### src/rtl/pcseq_pkg.sv
package pcseq_pkg;
  typedef enum logic [1:0] {
    OP_SEQ  = 2'b00,
    OP_CALL = 2'b01,
    OP_RET  = 2'b10,
    OP_SKIP = 2'b11
  } op_e;
endpackage

### src/rtl/pcseq_stack.sv
module pcseq_stack #(
  parameter int W     = 13,
  parameter int DEPTH = 8
) (
  input  logic         clk,
  input  logic         rst,
  input  logic         push,
  input  logic         pop,
  input  logic [W-1:0] wr_data,
  output logic [W-1:0] rd_data,
  output logic         ovf,
  output logic         unf
);
  localparam int PW = (DEPTH > 1) ? $clog2(DEPTH) : 1;
  localparam int CW = $clog2(DEPTH + 1);

  logic [W-1:0]  mem [DEPTH];
  logic [PW-1:0] ptr, ptr_up, ptr_dn;
  logic [CW-1:0] cnt;
  logic          full, empty;

  assign full   = (cnt == CW'(DEPTH));
  assign empty  = (cnt == '0);
  assign ptr_up = (ptr == PW'(DEPTH - 1)) ? '0 : ptr + 1'b1;
  assign ptr_dn = (ptr == '0) ? PW'(DEPTH - 1) : ptr - 1'b1;
  assign rd_data = empty ? '0 : mem[ptr_dn];

  // storage array: write-only clocked port, no reset, so it maps onto RAM
  always_ff @(posedge clk) begin
    if (push) mem[ptr] <= wr_data;
  end

  always_ff @(posedge clk) begin
    if (rst) begin
      ptr <= '0;
      cnt <= '0;
      ovf <= 1'b0;
      unf <= 1'b0;
    end else begin
      ovf <= push && full;
      unf <= pop && empty;
      if (push) begin
        ptr <= ptr_up;
        if (!full) cnt <= cnt + 1'b1;
      end else if (pop && !empty) begin
        ptr <= ptr_dn;
        cnt <= cnt - 1'b1;
      end
    end
  end


  full_push_ovf_chk: assert property (@(posedge clk) disable iff (rst)
    (push && cnt == CW'(DEPTH)) |=> ovf);

  empty_pop_unf_chk: assert property (@(posedge clk) disable iff (rst)
    (pop && cnt == '0) |=> (unf && cnt == '0));

  depth_bound_chk: assert property (@(posedge clk) disable iff (rst)
    cnt <= CW'(DEPTH));
endmodule

### src/rtl/pcseq_next.sv
module pcseq_next
  import pcseq_pkg::*;
#(
  parameter int PC_W     = 13,
  parameter int LIT_W    = 11,
  parameter int LATCH_W  = 8,
  parameter int PAGE_LSB = 3
) (
  input  logic [PC_W-1:0]    pc,
  input  logic [PC_W-1:0]    pend,
  input  logic               fl,
  input  op_e                op,
  input  logic [LIT_W-1:0]   imm,
  input  logic [LATCH_W-1:0] latch,
  input  logic               bitv,
  input  logic [PC_W-1:0]    pop_data,
  output logic [PC_W-1:0]    pc_nxt,
  output logic [PC_W-1:0]    pend_nxt,
  output logic               fl_nxt,
  output logic               push,
  output logic               pop,
  output logic [PC_W-1:0]    push_data
);
  localparam int PAGE_W = PC_W - LIT_W;

  logic [PC_W-1:0] target, pc_inc, pc_inc2;

  generate
    if (PAGE_W > 0) begin : g_paged
      assign target = {latch[PAGE_LSB +: PAGE_W], imm};
    end else begin : g_flat
      assign target = imm[PC_W-1:0];
    end
  endgenerate

  assign pc_inc  = pc + PC_W'(1);
  assign pc_inc2 = pc + PC_W'(2);

  always_comb begin
    pc_nxt    = pc_inc;
    pend_nxt  = pend;
    fl_nxt    = 1'b0;
    push      = 1'b0;
    pop       = 1'b0;
    push_data = pc_inc;
    if (fl) begin
      pc_nxt = pend;
    end else begin
      unique case (op)
        OP_CALL: begin
          push     = 1'b1;
          pend_nxt = target;
          fl_nxt   = 1'b1;
        end
        OP_RET: begin
          pop      = 1'b1;
          pend_nxt = pop_data;
          fl_nxt   = 1'b1;
        end
        OP_SKIP: begin
          if (bitv) begin
            pend_nxt = pc_inc2;
            fl_nxt   = 1'b1;
          end
        end
        default: ;
      endcase
    end
  end
endmodule

### src/rtl/pcseq_top.sv
module pcseq_top
  import pcseq_pkg::*;
#(
  parameter int PC_W     = 13,
  parameter int LIT_W    = 11,
  parameter int LATCH_W  = 8,
  parameter int PAGE_LSB = 3,
  parameter int DEPTH    = 8
) (
  input  logic               clk,
  input  logic               rst,
  input  logic [1:0]         op_class,
  input  logic [LIT_W-1:0]   imm,
  input  logic [LATCH_W-1:0] page_latch,
  input  logic               bit_val,
  output logic [PC_W-1:0]    fetch_addr,
  output logic               flush,
  output logic               stk_ovf,
  output logic               stk_unf
);
  logic [PC_W-1:0] pc_q, pend_q, pc_d, pend_d, push_data, pop_data;
  logic            fl_q, fl_d, push, pop;
  op_e             op;

  assign op = op_e'(op_class);

  pcseq_next #(
    .PC_W(PC_W), .LIT_W(LIT_W), .LATCH_W(LATCH_W), .PAGE_LSB(PAGE_LSB)
  ) u_next (
    .pc(pc_q), .pend(pend_q), .fl(fl_q), .op(op), .imm(imm),
    .latch(page_latch), .bitv(bit_val), .pop_data(pop_data),
    .pc_nxt(pc_d), .pend_nxt(pend_d), .fl_nxt(fl_d),
    .push(push), .pop(pop), .push_data(push_data)
  );

  pcseq_stack #(.W(PC_W), .DEPTH(DEPTH)) u_stack (
    .clk(clk), .rst(rst), .push(push), .pop(pop),
    .wr_data(push_data), .rd_data(pop_data), .ovf(stk_ovf), .unf(stk_unf)
  );

  always_ff @(posedge clk) begin
    if (rst) begin
      pc_q   <= '0;
      pend_q <= '0;
      fl_q   <= 1'b0;
    end else begin
      pc_q   <= pc_d;
      pend_q <= pend_d;
      fl_q   <= fl_d;
    end
  end

  assign fetch_addr = pc_q;
  assign flush      = fl_q;


  seq_step_chk: assert property (@(posedge clk) disable iff (rst)
    (!flush && op_class == 2'b00) |=> (fetch_addr == PC_W'($past(fetch_addr) + 1'b1) && !flush));

  call_flush_chk: assert property (@(posedge clk) disable iff (rst)
    (!flush && op_class == 2'b01) |=> flush);

  skip_clear_chk: assert property (@(posedge clk) disable iff (rst)
    (!flush && op_class == 2'b11 && !bit_val) |=> !flush);

  single_flush_chk: assert property (@(posedge clk) disable iff (rst)
    flush |=> !flush);
endmodule

### config.mk
export PLATFORM = sky130hd
export DESIGN_NAME = pcseq_top
export DESIGN_NICKNAME = d
export VERILOG_FILES = /design/src/rtl/pcseq_pkg.sv /design/src/rtl/pcseq_stack.sv /design/src/rtl/pcseq_next.sv /design/src/rtl/pcseq_top.sv
export SDC_FILE = /design/constraint.sdc
export NUM_CORES = 1
export LEC_CHECK = 0
export CORE_ASPECT_RATIO = 1.2
export CORE_UTILIZATION = 63
export CTS_CLUSTER_SIZE = 30
export DETAILED_ROUTE_END_ITERATION = 10
export PLACE_DENSITY = 0.84
export SETUP_SLACK_MARGIN = 0.02
export SYNTH_ARGS = -nofsm -noshare
export SYNTH_HDL_FRONTEND = slang
export SYNTH_SLANG_ARGS = --single-unit
### constraint.sdc
create_clock -name clk -period 7.2 [get_ports clk]
set_input_delay 0.72 -clock clk [delete_from_list [all_inputs] [get_ports clk]]
set_output_delay 0.72 -clock clk [all_outputs]
set_load 0.01 [all_outputs]
== After elaboration in Yosys (flattened, before gate mapping) ==
Memories as Yosys holds them, arrays and structs flattened.
Cells that the tools add are included.
Cells by class
  add/sub/neg operators: 6
  eq/ne operators: 7
  multiplexer cells: 19
  bitwise gates (word level): 1
  reductions and logical operators: 12
Operators with widths (number)
  $mux W13: 3
  $pmux W13 S3: 1
  $add A13 B1 Y13 const B: 1
  $add A13 B2 Y13 const B: 1
  $mux W3: 4
  $mux W4: 3
  $mux W1: 7
  $add A4 B1 Y4 const B: 1
  $eq A2 B2 Y1 const B: 2
  $eq A4 B4 Y1 const B: 1
  $logic_not A4 Y1: 1
  $ne A2 B2 Y1 const B: 2
  $reduce_or A2 Y1: 2
  $sub A4 B1 Y4 const B: 1
  $add A3 B1 Y3 const B: 1
  $eq A3 B3 Y1 const B: 1
  $logic_and A1 B1 Y1: 3
  $logic_not A3 Y1: 1
  $reduce_and A3 Y1: 1
  $reduce_bool A3 Y1: 1
  $sub A3 B1 Y3 const B: 1
  $eq A2 B1 Y1 const B: 1
  $pmux W1 S2: 1
  $reduce_and A2 Y1: 1
  3 further kinds: 3
Storage, ports and cells
  bits in registers: 36
  bits in writable memories: 104
  bits of input ports: 24
  word-level logic and storage cells: 53
  memories kept: 1
Memories
  u_stack.mem: depth 8, width 13, rd ports 1, clocked after memory_dff 0, wr ports 1, RTL line pcseq_stack.sv:17  | logic [W-1:0] mem [DEPTH];

== Logic depth before layout (Yosys ltp) ==
Gate-level depths: netlist (run 1).
  depth in word-level cells: 6
  depth in mapped cells: 11
  depth with buffers taken out: 9

== Hierarchy ==
A second synthesis (run 1) with hierarchy kept.
Unflattened totals
  cells, all modules: 467
  area total of the unflattened synthesis: 6364.9 um^2
Modules (own cells, without submodules)
  pcseq_stack: times used 1, cells each 277, area an instance 4634.4 um^2, sequential area each 3303.2 um^2
  pcseq_next: times used 1, cells each 134, area an instance 980.9 um^2, sequential area each 0.0 um^2
  pcseq_top: times used 1, cells each 56, area an instance 749.5 um^2, sequential area each 540.5 um^2

== Worst setup path after synthesis (run 1) ==
Ideal clock, no wire load.
  path kind: in2reg
  from: input port op_class[1]
  to: memory u_stack.mem[0][0], enable pin
  setup time: 417 ps
  arrival: 2833 ps
  data required time: 6783 ps
  path slack: 3950 ps
  stages on the path: 6
  cell sequence: inv_1 ha_1 nor2b_1 buf_2 clkinv_1 nor4_1
Between the ends
  word-level cells in the longest chain between the ends: 5
Ends and longest elaborated chain
  start, declared: RTL line pcseq_top.sv:12  | input logic [1:0] op_class,
  $eq A2 B1 Y1: RTL line pcseq_next.sv:49  | unique case (op)
  $mux W1: RTL line pcseq_next.sv:49
  $mux W1: RTL line pcseq_next.sv:46  | if (fl) begin
  $mux W1: RTL line pcseq_stack.sv:30  | if (push) mem[ptr] <= wr_data;
  $mux W1 (implied by the code): RTL line pcseq_stack.sv:30
  end, declared: RTL line pcseq_stack.sv:17
Every way passes these cells.

== Final worst setup path (run 1) ==
  from: input port op_class[1]
  to: register u_stack.cnt[3]
Between the ends
  word-level cells in the longest chain between the ends: 6
  elaborated cells between the ends (all ways): 11
  those cells by class: 3 x eq/ne; 5 x mux; 3 x reduce/logical
Ends and longest elaborated chain
  $eq A2 B2 Y1: RTL line pcseq_next.sv:49
  $mux W1: RTL line pcseq_next.sv:49
  $mux W1: RTL line pcseq_next.sv:46
  $logic_and A1 B1 Y1: RTL line pcseq_stack.sv:45  | end else if (pop && !empty) begin
  $reduce_bool A2 Y1 (no line)
  $reduce_and A2 Y1 (no line)
  end signal, assigned: RTL line pcseq_stack.sv:44  | if (!full) cnt <= cnt + 1'b1;
  end signal, assigned: RTL line pcseq_stack.sv:47  | cnt <= cnt - 1'b1;
  end, declared: RTL line pcseq_stack.sv:19  | logic [CW-1:0] cnt;
Parallel ways exist; a longest one is shown, timed or not.
A chain may end at the register's enable or synchronous reset.

==> insert_results.sql, run 1 <==
INSERT INTO impl_metrics (metric_group, metric, value, unit) VALUES
('placement', 'pre_cts_slack', '3.028', 'ns'),
('clock_tree', 'clkSlewWorstSetupHoldPaths', '0.06', 'ns'),
('placement', 'routability_cong', '0.8235', ''),
('finish', 'layout-drive-gt1-share', '0.1224', ''),
('finish', 'fin_cells', '654', ''),
('drt', 'drt-wirelength-per-cell', '21.58', 'µm'),
('placement', 'portBuffers', '33', ''),
('clock_tree', 'cts_root_buffer', 'sky130_fd_sc_hd__clkbuf_16', ''),
('clock_tree', 'tritoncts_clock_tree', 'yes', ''),
('yosys', 'ys_ff_latch', '140', ''),
('sta', 'report.final.hold_viol_count', '0', ''),
('finish', 'finalNetCount', '555', ''),
('grt', 'gr-max-usage-layer', 'met2', ''),
('sta', 'worstMarginPinSlew', '1.175', 'ns'),
('setup_path', 'worst_setup_path_start_kind', 'input pin', ''),
('grt', 'grt_max_degree', '40', ''),
('outcome', 'outcome', 'finished clean', ''),
('sta', 'totalNegativeSetupSlack', '0', 'ns'),
('power_and_ir_drop', 'ir_worst_vdd', '194.6', 'µV'),
('setup_path', 'critical-path-top-delay-family', 'compound AO/OA/AOI/OAI gates', ''),
('yosys', 'dominantRegCellSynth', 'sky130_fd_sc_hd__edfxtp_1', ''),
('yosys', 'synth_sequential_area_ratio', '0.6138', ''),
('setup_path', 'worst_path_most_repeated_cell', 'sky130_fd_sc_hd__ha_1', ''),
('yosys', 'synth_area', '0.006262', 'mm²'),
('drt', 'detail_route.drc_violations', '0', ''),
('min_path', 'hold_path.class', 'flop to flop', ''),
('floorplan', 'dieArea', '0.01034', 'mm²'),
('finish', 'antenna-diode-count', '0', ''),
('drt', 'initialDrtViolationCount', '528', ''),
('setup_path', 'cp_data_arrival_time', '4.01', 'ns'),
('grt', 'grt_pass1_vias', '4084', ''),
('sta', 'period_needed', '3.718', 'ns'),
('setup_path', 'criticalPathCategory', 'input pin to flop', ''),
('power_and_ir_drop', 'p_per_area', '297.5', 'mW/mm²'),
('clock_tree', 'post_cts_buffers', '0', ''),
('clock_tree', 'ctsLongestPathBuffers', '2', ''),
('grt', 'globalRouteMet2Util', '0.4554', ''),
('finish', 'layout.cells.most_common_list', 'sky130_fd_sc_hd__edfxtp_1, sky130_fd_sc_hd__dfxtp_1, sky130_fd_sc_hd__inv_1', ''),
('finish', 'layout.cells.most_common', 'sky130_fd_sc_hd__edfxtp_1', ''),
('drt', 'viasPerCell', '6.546', ''),
('yosys', 'synth.net_count', '524', ''),
('floorplan', 'top_level_ports', '40', ''),
('yosys', 'async_flop_share', '0', ''),
('setup_path', 'worst_setup_path_end_kind', 'flop', ''),
('clock_tree', 'numCtsBuffers', '17', ''),
('yosys', 'synth_edf_count', '104', ''),
('finish', 'flow.area_growth_from_synthesis', '16.22', '%'),
('sta', 'finalClockSkew', '0.007747', 'ns'),
('yosys', 'postSynthAreaPerCell', '12.86', 'µm²'),
('clock_tree', 'cts_repair_resize_count', '0', ''),
('setup_path', 'worst_ep_required', '7.50', 'ns'),
('clock_tree', 'h-tree-depth', '4', ''),
('sta', 'grt_setup_unrepaired', 'false', ''),
('yosys', 'postSynthCellCount', '487', ''),
('sta', 'fin_ws', '3.482', 'ns'),
('setup_path', 'cp_slowest_stage_delay', '0.52', 'ns'),
('drt', 'dr.pass1.iters', '7', ''),
('floorplan', 'floorplan.core_area', '0.009613', 'mm²'),
('grt', 'global_route.usage.met1', '0.3801', ''),
('setup_path', 'worstPathCellList', 'clkdlybuf4s50_1, inv_1, ha_1, nor2b_1, clkinv_1, ha_1, a21o_1, a2111oi_2, a211oi_1, a2111oi_1', ''),
('power_and_ir_drop', 'power_leakage', '0.002548', 'µW'),
('setup_path', 'worst-path-max-fanout', '11', ''),
('yosys', 'yosys_warnings', '0', ''),
('sta', 'maxSlewViolCount', '0', ''),
('floorplan', 'die_w', '93.02', 'µm'),
('drt', 'drt_wl_total', '14110', 'µm'),
('clock_tree', 'clock_latency_reported_for_the_late_side_of_the_worst_skew_pair', '0.42', 'ns'),
('sta', 'clock.fmax', '269.0', 'MHz'),
('power_and_ir_drop', 'power.total', '2166', 'µW'),
('sta', 'setup_viol', '0', ''),
('drt', 'drt.antenna.violating_nets', '0', '');
[stage by stage]
stage                     area, µm²  utilization
final                          7278       0.7571
after global routing           7278       0.7571
after CTS                      7278       0.7571
after detailed placement       6720       0.6991
after global placement         6720       0.6991
after floorplan                6262            -
[path summary, 6_finish.rpt]
kind / start / to / slack, ns / depth (start not counted)
worst max-delay path: op_class[1] / u_stack.cnt[3]$_SDFFE_PP0P_ / 3.48 / 10
worst min-delay path: pend_q[2]$_SDFFE_PP0P_ / fetch_addr[2]$_SDFF_PP0_ / 0.47 / 2
worst max register to register: flush$_SDFF_PP0_ / u_stack.cnt[3]$_SDFFE_PP0P_ / 3.86 / 7
worst min register to register: pend_q[2]$_SDFFE_PP0P_ / fetch_addr[2]$_SDFF_PP0_ / 0.47 / 2
[layout make-up]
class                   count  area (µm²)
fillers                   561        2335
repair buffers             43       405.4
inverters                  38       142.6
well taps                 123       153.9
clock inverters            14       128.9
multi-input cells         278        2175
flip-flops and latches    140        3844
clock buffers              18       429.2
[sequential cells by signal, summed over array words and instances, names as in the netlist]
name and flops:
u_stack.mem 104, fetch_addr 13, u_stack.cnt 4, flush 1, u_stack.ptr 3, u_stack.unf 1, pend_q 13, u_stack.ovf 1
[report_power, final]
group / switching [µW] / total [µW] / leakage [µW] / internal [µW]
sequential: 36.8 / 952 / 0.00126 / 915
combinational: 232 / 394 / 0.00102 / 162
clock: 318 / 820 / 0.000272 / 502
[Yosys cell counts, types with 4 or more instances]
master,count,area [µm²]
sky130_fd_sc_hd__clkbuf_1,20,75.07
sky130_fd_sc_hd__ha_1,12,150.1
sky130_fd_sc_hd__o21ai_0,12,60.06
sky130_fd_sc_hd__nor2_1,22,82.58
sky130_fd_sc_hd__nand3_1,6,30.03
sky130_fd_sc_hd__nor2b_1,4,25.02
sky130_fd_sc_hd__a21oi_1,16,80.08
sky130_fd_sc_hd__buf_2,11,55.05
sky130_fd_sc_hd__nor3_1,14,70.07
sky130_fd_sc_hd__o211ai_1,27,202.7
sky130_fd_sc_hd__nand2_1,19,71.32
sky130_fd_sc_hd__o2111ai_1,13,113.9
sky130_fd_sc_hd__nand3b_1,30,225.2
sky130_fd_sc_hd__edfxtp_1,104,3123
sky130_fd_sc_hd__nand4_1,4,25.02
sky130_fd_sc_hd__nor4_1,6,37.54
sky130_fd_sc_hd__xnor2_1,7,61.31
sky130_fd_sc_hd__inv_1,35,131.4
sky130_fd_sc_hd__nand2b_1,8,50.05
sky130_fd_sc_hd__a221oi_1,5,43.79
sky130_fd_sc_hd__xor2_1,10,87.58
sky130_fd_sc_hd__a31oi_1,5,31.28
sky130_fd_sc_hd__o211a_1,7,70.07
sky130_fd_sc_hd__a211oi_1,7,52.55
sky130_fd_sc_hd__dfxtp_1,36,720.7
sky130_fd_sc_hd__mux4_2,13,292.8
[cells by family (layout without fill, tap and decap cells)]
kind of cell / count (synthesis) / in the layout / share of synthesized area
flops: 140 / 140 / 0.6138
simple gates: 125 / 125 / 0.1139
compound gates: 107 / 107 / 0.1263
buf+inv: 69 / 113 / 0.04356
xor+xnor: 17 / 17 / 0.02378
mux: 16 / 16 / 0.05155
fa+ha+maj: 13 / 13 / 0.02717
[tightest hold or removal path, cell delays in order (launching register included)]
cell and delay, ns:
sky130_fd_sc_hd__dfxtp_1 0.31, sky130_fd_sc_hd__nand2_1 0.05, sky130_fd_sc_hd__a21oi_1 0.05
[per-layer routing]
metal,part of all wire,vias to the layer above,routed length (µm)
li1,-,1926,-
met1,0.40,2077,5651
met2,0.49,239,6868
met3,0.078,39,1104
met4,0.035,0,489
met5,0,-,0
Power figures use the tool's default switching activity.
==> run 2: changes to the inputs <==
--- a/config.mk
+++ b/config.mk
@@ -6,10 +6,10 @@
 export NUM_CORES = 1
 export LEC_CHECK = 0
 export CORE_ASPECT_RATIO = 1.2
-export CORE_UTILIZATION = 63
+export CORE_UTILIZATION = 53
 export CTS_CLUSTER_SIZE = 30
 export DETAILED_ROUTE_END_ITERATION = 10
-export PLACE_DENSITY = 0.84
+export PLACE_DENSITY = 0.75
 export SETUP_SLACK_MARGIN = 0.02
 export SYNTH_ARGS = -nofsm -noshare
 export SYNTH_HDL_FRONTEND = slang
==> constraint.sdc (replaced) <==
create_clock -name clk -period 3.3 [get_ports clk]
set_input_delay 0.33 -clock clk [delete_from_list [all_inputs] [get_ports clk]]
set_output_delay 0.33 -clock clk [all_outputs]
set_load 0.01 [all_outputs]
==> insert_results.sql, run 2 (synthesized netlist as in run 1, its figures left out) <==
INSERT INTO impl_metrics (metric_group, metric, value, unit) VALUES
('outcome', 'outcome', 'finished clean', ''),
('drt', 'drt-wirelength-per-cell', '19.63', 'µm'),
('grt', 'grt_max_degree', '40', ''),
('drt', 'drt_wl_total', '13650', 'µm'),
('power_and_ir_drop', 'share_seq_of_total_power', '0.424', ''),
('sta', 'period_needed', '2.580', 'ns'),
('finish', 'layout.cells.most_common_list', 'sky130_fd_sc_hd__edfxtp_1, sky130_fd_sc_hd__dfxtp_1, sky130_fd_sc_hd__inv_1', ''),
('finish', 'fin_cells', '695', ''),
('power_and_ir_drop', 'power_report.internal_total', '3510', 'µW'),
('finish', 'layout-drive-gt1-share', '0.1394', ''),
('grt', 'gr-usage-all-layers', '0.2435', ''),
('sta', 'report.final.hold_viol_count', '0', ''),
('floorplan', 'top_level_ports', '40', ''),
('finish', 'layout.cells.most_common', 'sky130_fd_sc_hd__edfxtp_1', ''),
('setup_path', 'worst-path-max-fanout', '14', ''),
('finish', 'fillerInstances', '868', ''),
('sta', 'grt_setup_unrepaired', 'false', ''),
('clock_tree', 'numCtsBuffers', '17', ''),
('power_and_ir_drop', 'power.share.clock', '0.396', ''),
('setup_path', 'criticalPathCategory', 'flop to flop', ''),
('power_and_ir_drop', 'p_per_area', '657.7', 'mW/mm²'),
('placement', 'detailedPlacementHpwl', '8736', 'µm'),
('sta', 'finalClockSkew', '0.01411', 'ns'),
('finish', 'registers.top_by_ff_count', 'u_stack.mem', ''),
('drt', 'dr.pass1.iters', '7', ''),
('grt', 'antenna_found_initial', '0', ''),
('floorplan', 'num_rows', '43', ''),
('placement', 'dp.cells', '663', ''),
('drt', 'initialDrtViolationCount', '379', ''),
('sta', 'slew_headroom', '0.3999', ''),
('sta', 'worstMarginPinSlew', '0.8968', 'ns'),
('clock_tree', 'tritoncts_num_sinks', '140', ''),
('grt', 'gr-total-overflow', '0', ''),
('finish', 'flow.area_growth_from_synthesis', '18.50', '%'),
('sta', 'totalNegativeSetupSlack', '0', 'ns'),
('clock_tree', 'h-tree-depth', '4', ''),
('clock_tree', 'cts_repair_resize_count', '0', ''),
('drt', 'drt.antenna.violating_nets', '0', ''),
('run', 'timing.max_cap.violations', '0', ''),
('setup_path', 'worst_setup_path_end_kind', 'flop', ''),
('floorplan', 'initial_core_utilization', '0.5439', ''),
('power_and_ir_drop', 'switching_power', '1371', 'µW'),
('placement', 'routability_cong', '0.7795', ''),
('finish', 'finalNetCount', '562', ''),
('drt', 'detail_route.drc_violations', '0', ''),
('finish', 'antenna-diode-count', '0', ''),
('sta', 'share_of_the_clock_period_used_by_the_worst_path', '0.7819', ''),
('power_and_ir_drop', 'power.switching_fraction', '0.2808', ''),
('floorplan', 'dieArea', '0.01226', 'mm²'),
('placement', 'portBuffers', '33', ''),
('clock_tree', 'number_of_hold_buffers_added_after_cts', '0', ''),
('clock_tree', 'tritoncts_clock_tree', 'yes', ''),
('clock_tree', 'cts_root_buffer', 'sky130_fd_sc_hd__clkbuf_16', ''),
('finish', 'largest_register_ff_count', '104', ''),
('power_and_ir_drop', 'ir_worst_vdd', '420.3', 'µV'),
('sta', 'clock.fmax', '387.6', 'MHz'),
('power_and_ir_drop', 'power_leakage', '0.002607', 'µW'),
('setup_path', 'worst_setup_path_start_kind', 'flop', ''),
('grt', 'grt_first_pass_wirelength', '21440', 'µm'),
('clock_tree', 'clock_latency_reported_for_the_late_side_of_the_worst_skew_pair', '0.42', 'ns'),
('clock_tree', 'clkSlewWorstSetupHoldPaths', '0.06', 'ns'),
('floorplan', 'die_w', '101.2', 'µm'),
('floorplan', 'chipHeight', '121.1', 'µm'),
('power_and_ir_drop', 'share_comb_of_total_power', '0.180', ''),
('grt', 'grt_pass1_vias', '3989', ''),
('clock_tree', 'ctsLongestPathBuffers', '2', ''),
('setup_path', 'cp_data_arrival_time', '2.86', 'ns'),
('min_path', 'hold_path.class', 'flop to flop', ''),
('sta', 'maxSlewViolCount', '0', ''),
('clock_tree', 'post_cts_buffers', '0', ''),
('sta', 'setup_viol', '0', ''),
('floorplan', 'floorplan.core_area', '0.01151', 'mm²'),
('drt', 'viasPerCell', '6.056', ''),
('setup_path', 'worst_ep_required', '3.58', 'ns'),
('drt', 'dr_total_vias', '4209', '');
run 2: power groups by stage:
stage	combinational [µW]	clock [µW]	sequential, µW
2_1_floorplan	614	0	2090
6_report	881	1930	2070
3_3_place_gp	845	0	2100
4_1_cts	883	1950	2070
3_5_place_dp	872	0	2100
5_1_grt	956	2020	2080
run 2: layout make-up:
cell class | count | area (µm²) | share of cell area
flip-flops and latches | 140 | 3844 | 0.5180
multi-input cells | 278 | 2175 | 0.2930
repair buffers | 50 | 457.9 | 0.06171
clock buffers | 18 | 429.2 | 0.05783
well taps | 157 | 196.4 | 0.02647
clock inverters | 14 | 176.4 | 0.02377
inverters | 38 | 142.6 | 0.01922
run 2: stage by stage:
| step | power, µW | setup slack (ns) | cell area (µm²) | util | hold WS [ns] |
|---|---|---|---|---|---|
| 2_1_floorplan | 2703 | 0.4398 | 6262 | - | 0.4121 |
| 3_3_place_gp | 2942 | 0.5231 | 6815 | 0.5919 | 0.4377 |
| 3_5_place_dp | 2977 | 0.4164 | 6815 | 0.5919 | 0.4489 |
| 4_1_cts | 4902 | 0.7221 | 7421 | 0.6445 | 0.4563 |
| 5_1_grt | 5059 | 0.5728 | 7421 | 0.6445 | 0.4689 |
| 6_report | 4881 | 0.7198 | 7421 | 0.6445 | 0.4572 |
run 2: worst max-delay path: stages, from the launching register on:
cell	delay, ns
sky130_fd_sc_hd__dfxtp_1	0.48
sky130_fd_sc_hd__inv_1	0.10
sky130_fd_sc_hd__ha_1	0.21
sky130_fd_sc_hd__ha_1	0.32
sky130_fd_sc_hd__inv_2	0.34
sky130_fd_sc_hd__mux4_2	0.56
sky130_fd_sc_hd__o2111ai_1	0.27
sky130_fd_sc_hd__a41oi_1	0.15
run 2: final timing paths:
| check | end | startpoint | slack, ns | cells past startpoint |
|---|---|---|---|---|
| min reg2reg | fetch_addr[5]$_SDFF_PP0_ | pend_q[5]$_SDFFE_PP0P_ | 0.46 | 2 |
| max reg2reg | pend_q[12]$_SDFFE_PP0P_ | u_stack.ptr[1]$_SDFFE_PP0P_ | 0.72 | 7 |
| min | fetch_addr[5]$_SDFF_PP0_ | pend_q[5]$_SDFFE_PP0P_ | 0.46 | 2 |
| max | pend_q[12]$_SDFFE_PP0P_ | u_stack.ptr[1]$_SDFFE_PP0P_ | 0.72 | 7 |
run 2: routing by layer:
| metal | vias to the layer above | share of wire | global-route usage |
|---|---|---|---|
| met4 | 0 | 0.019 | 0.09964 |
| met3 | 21 | 0.052 | 0.05415 |
| met2 | 144 | 0.51 | 0.4052 |
| li1 | 1945 | - | - |
| met5 | - | 0 | 0 |
| met1 | 2099 | 0.42 | 0.3065 |
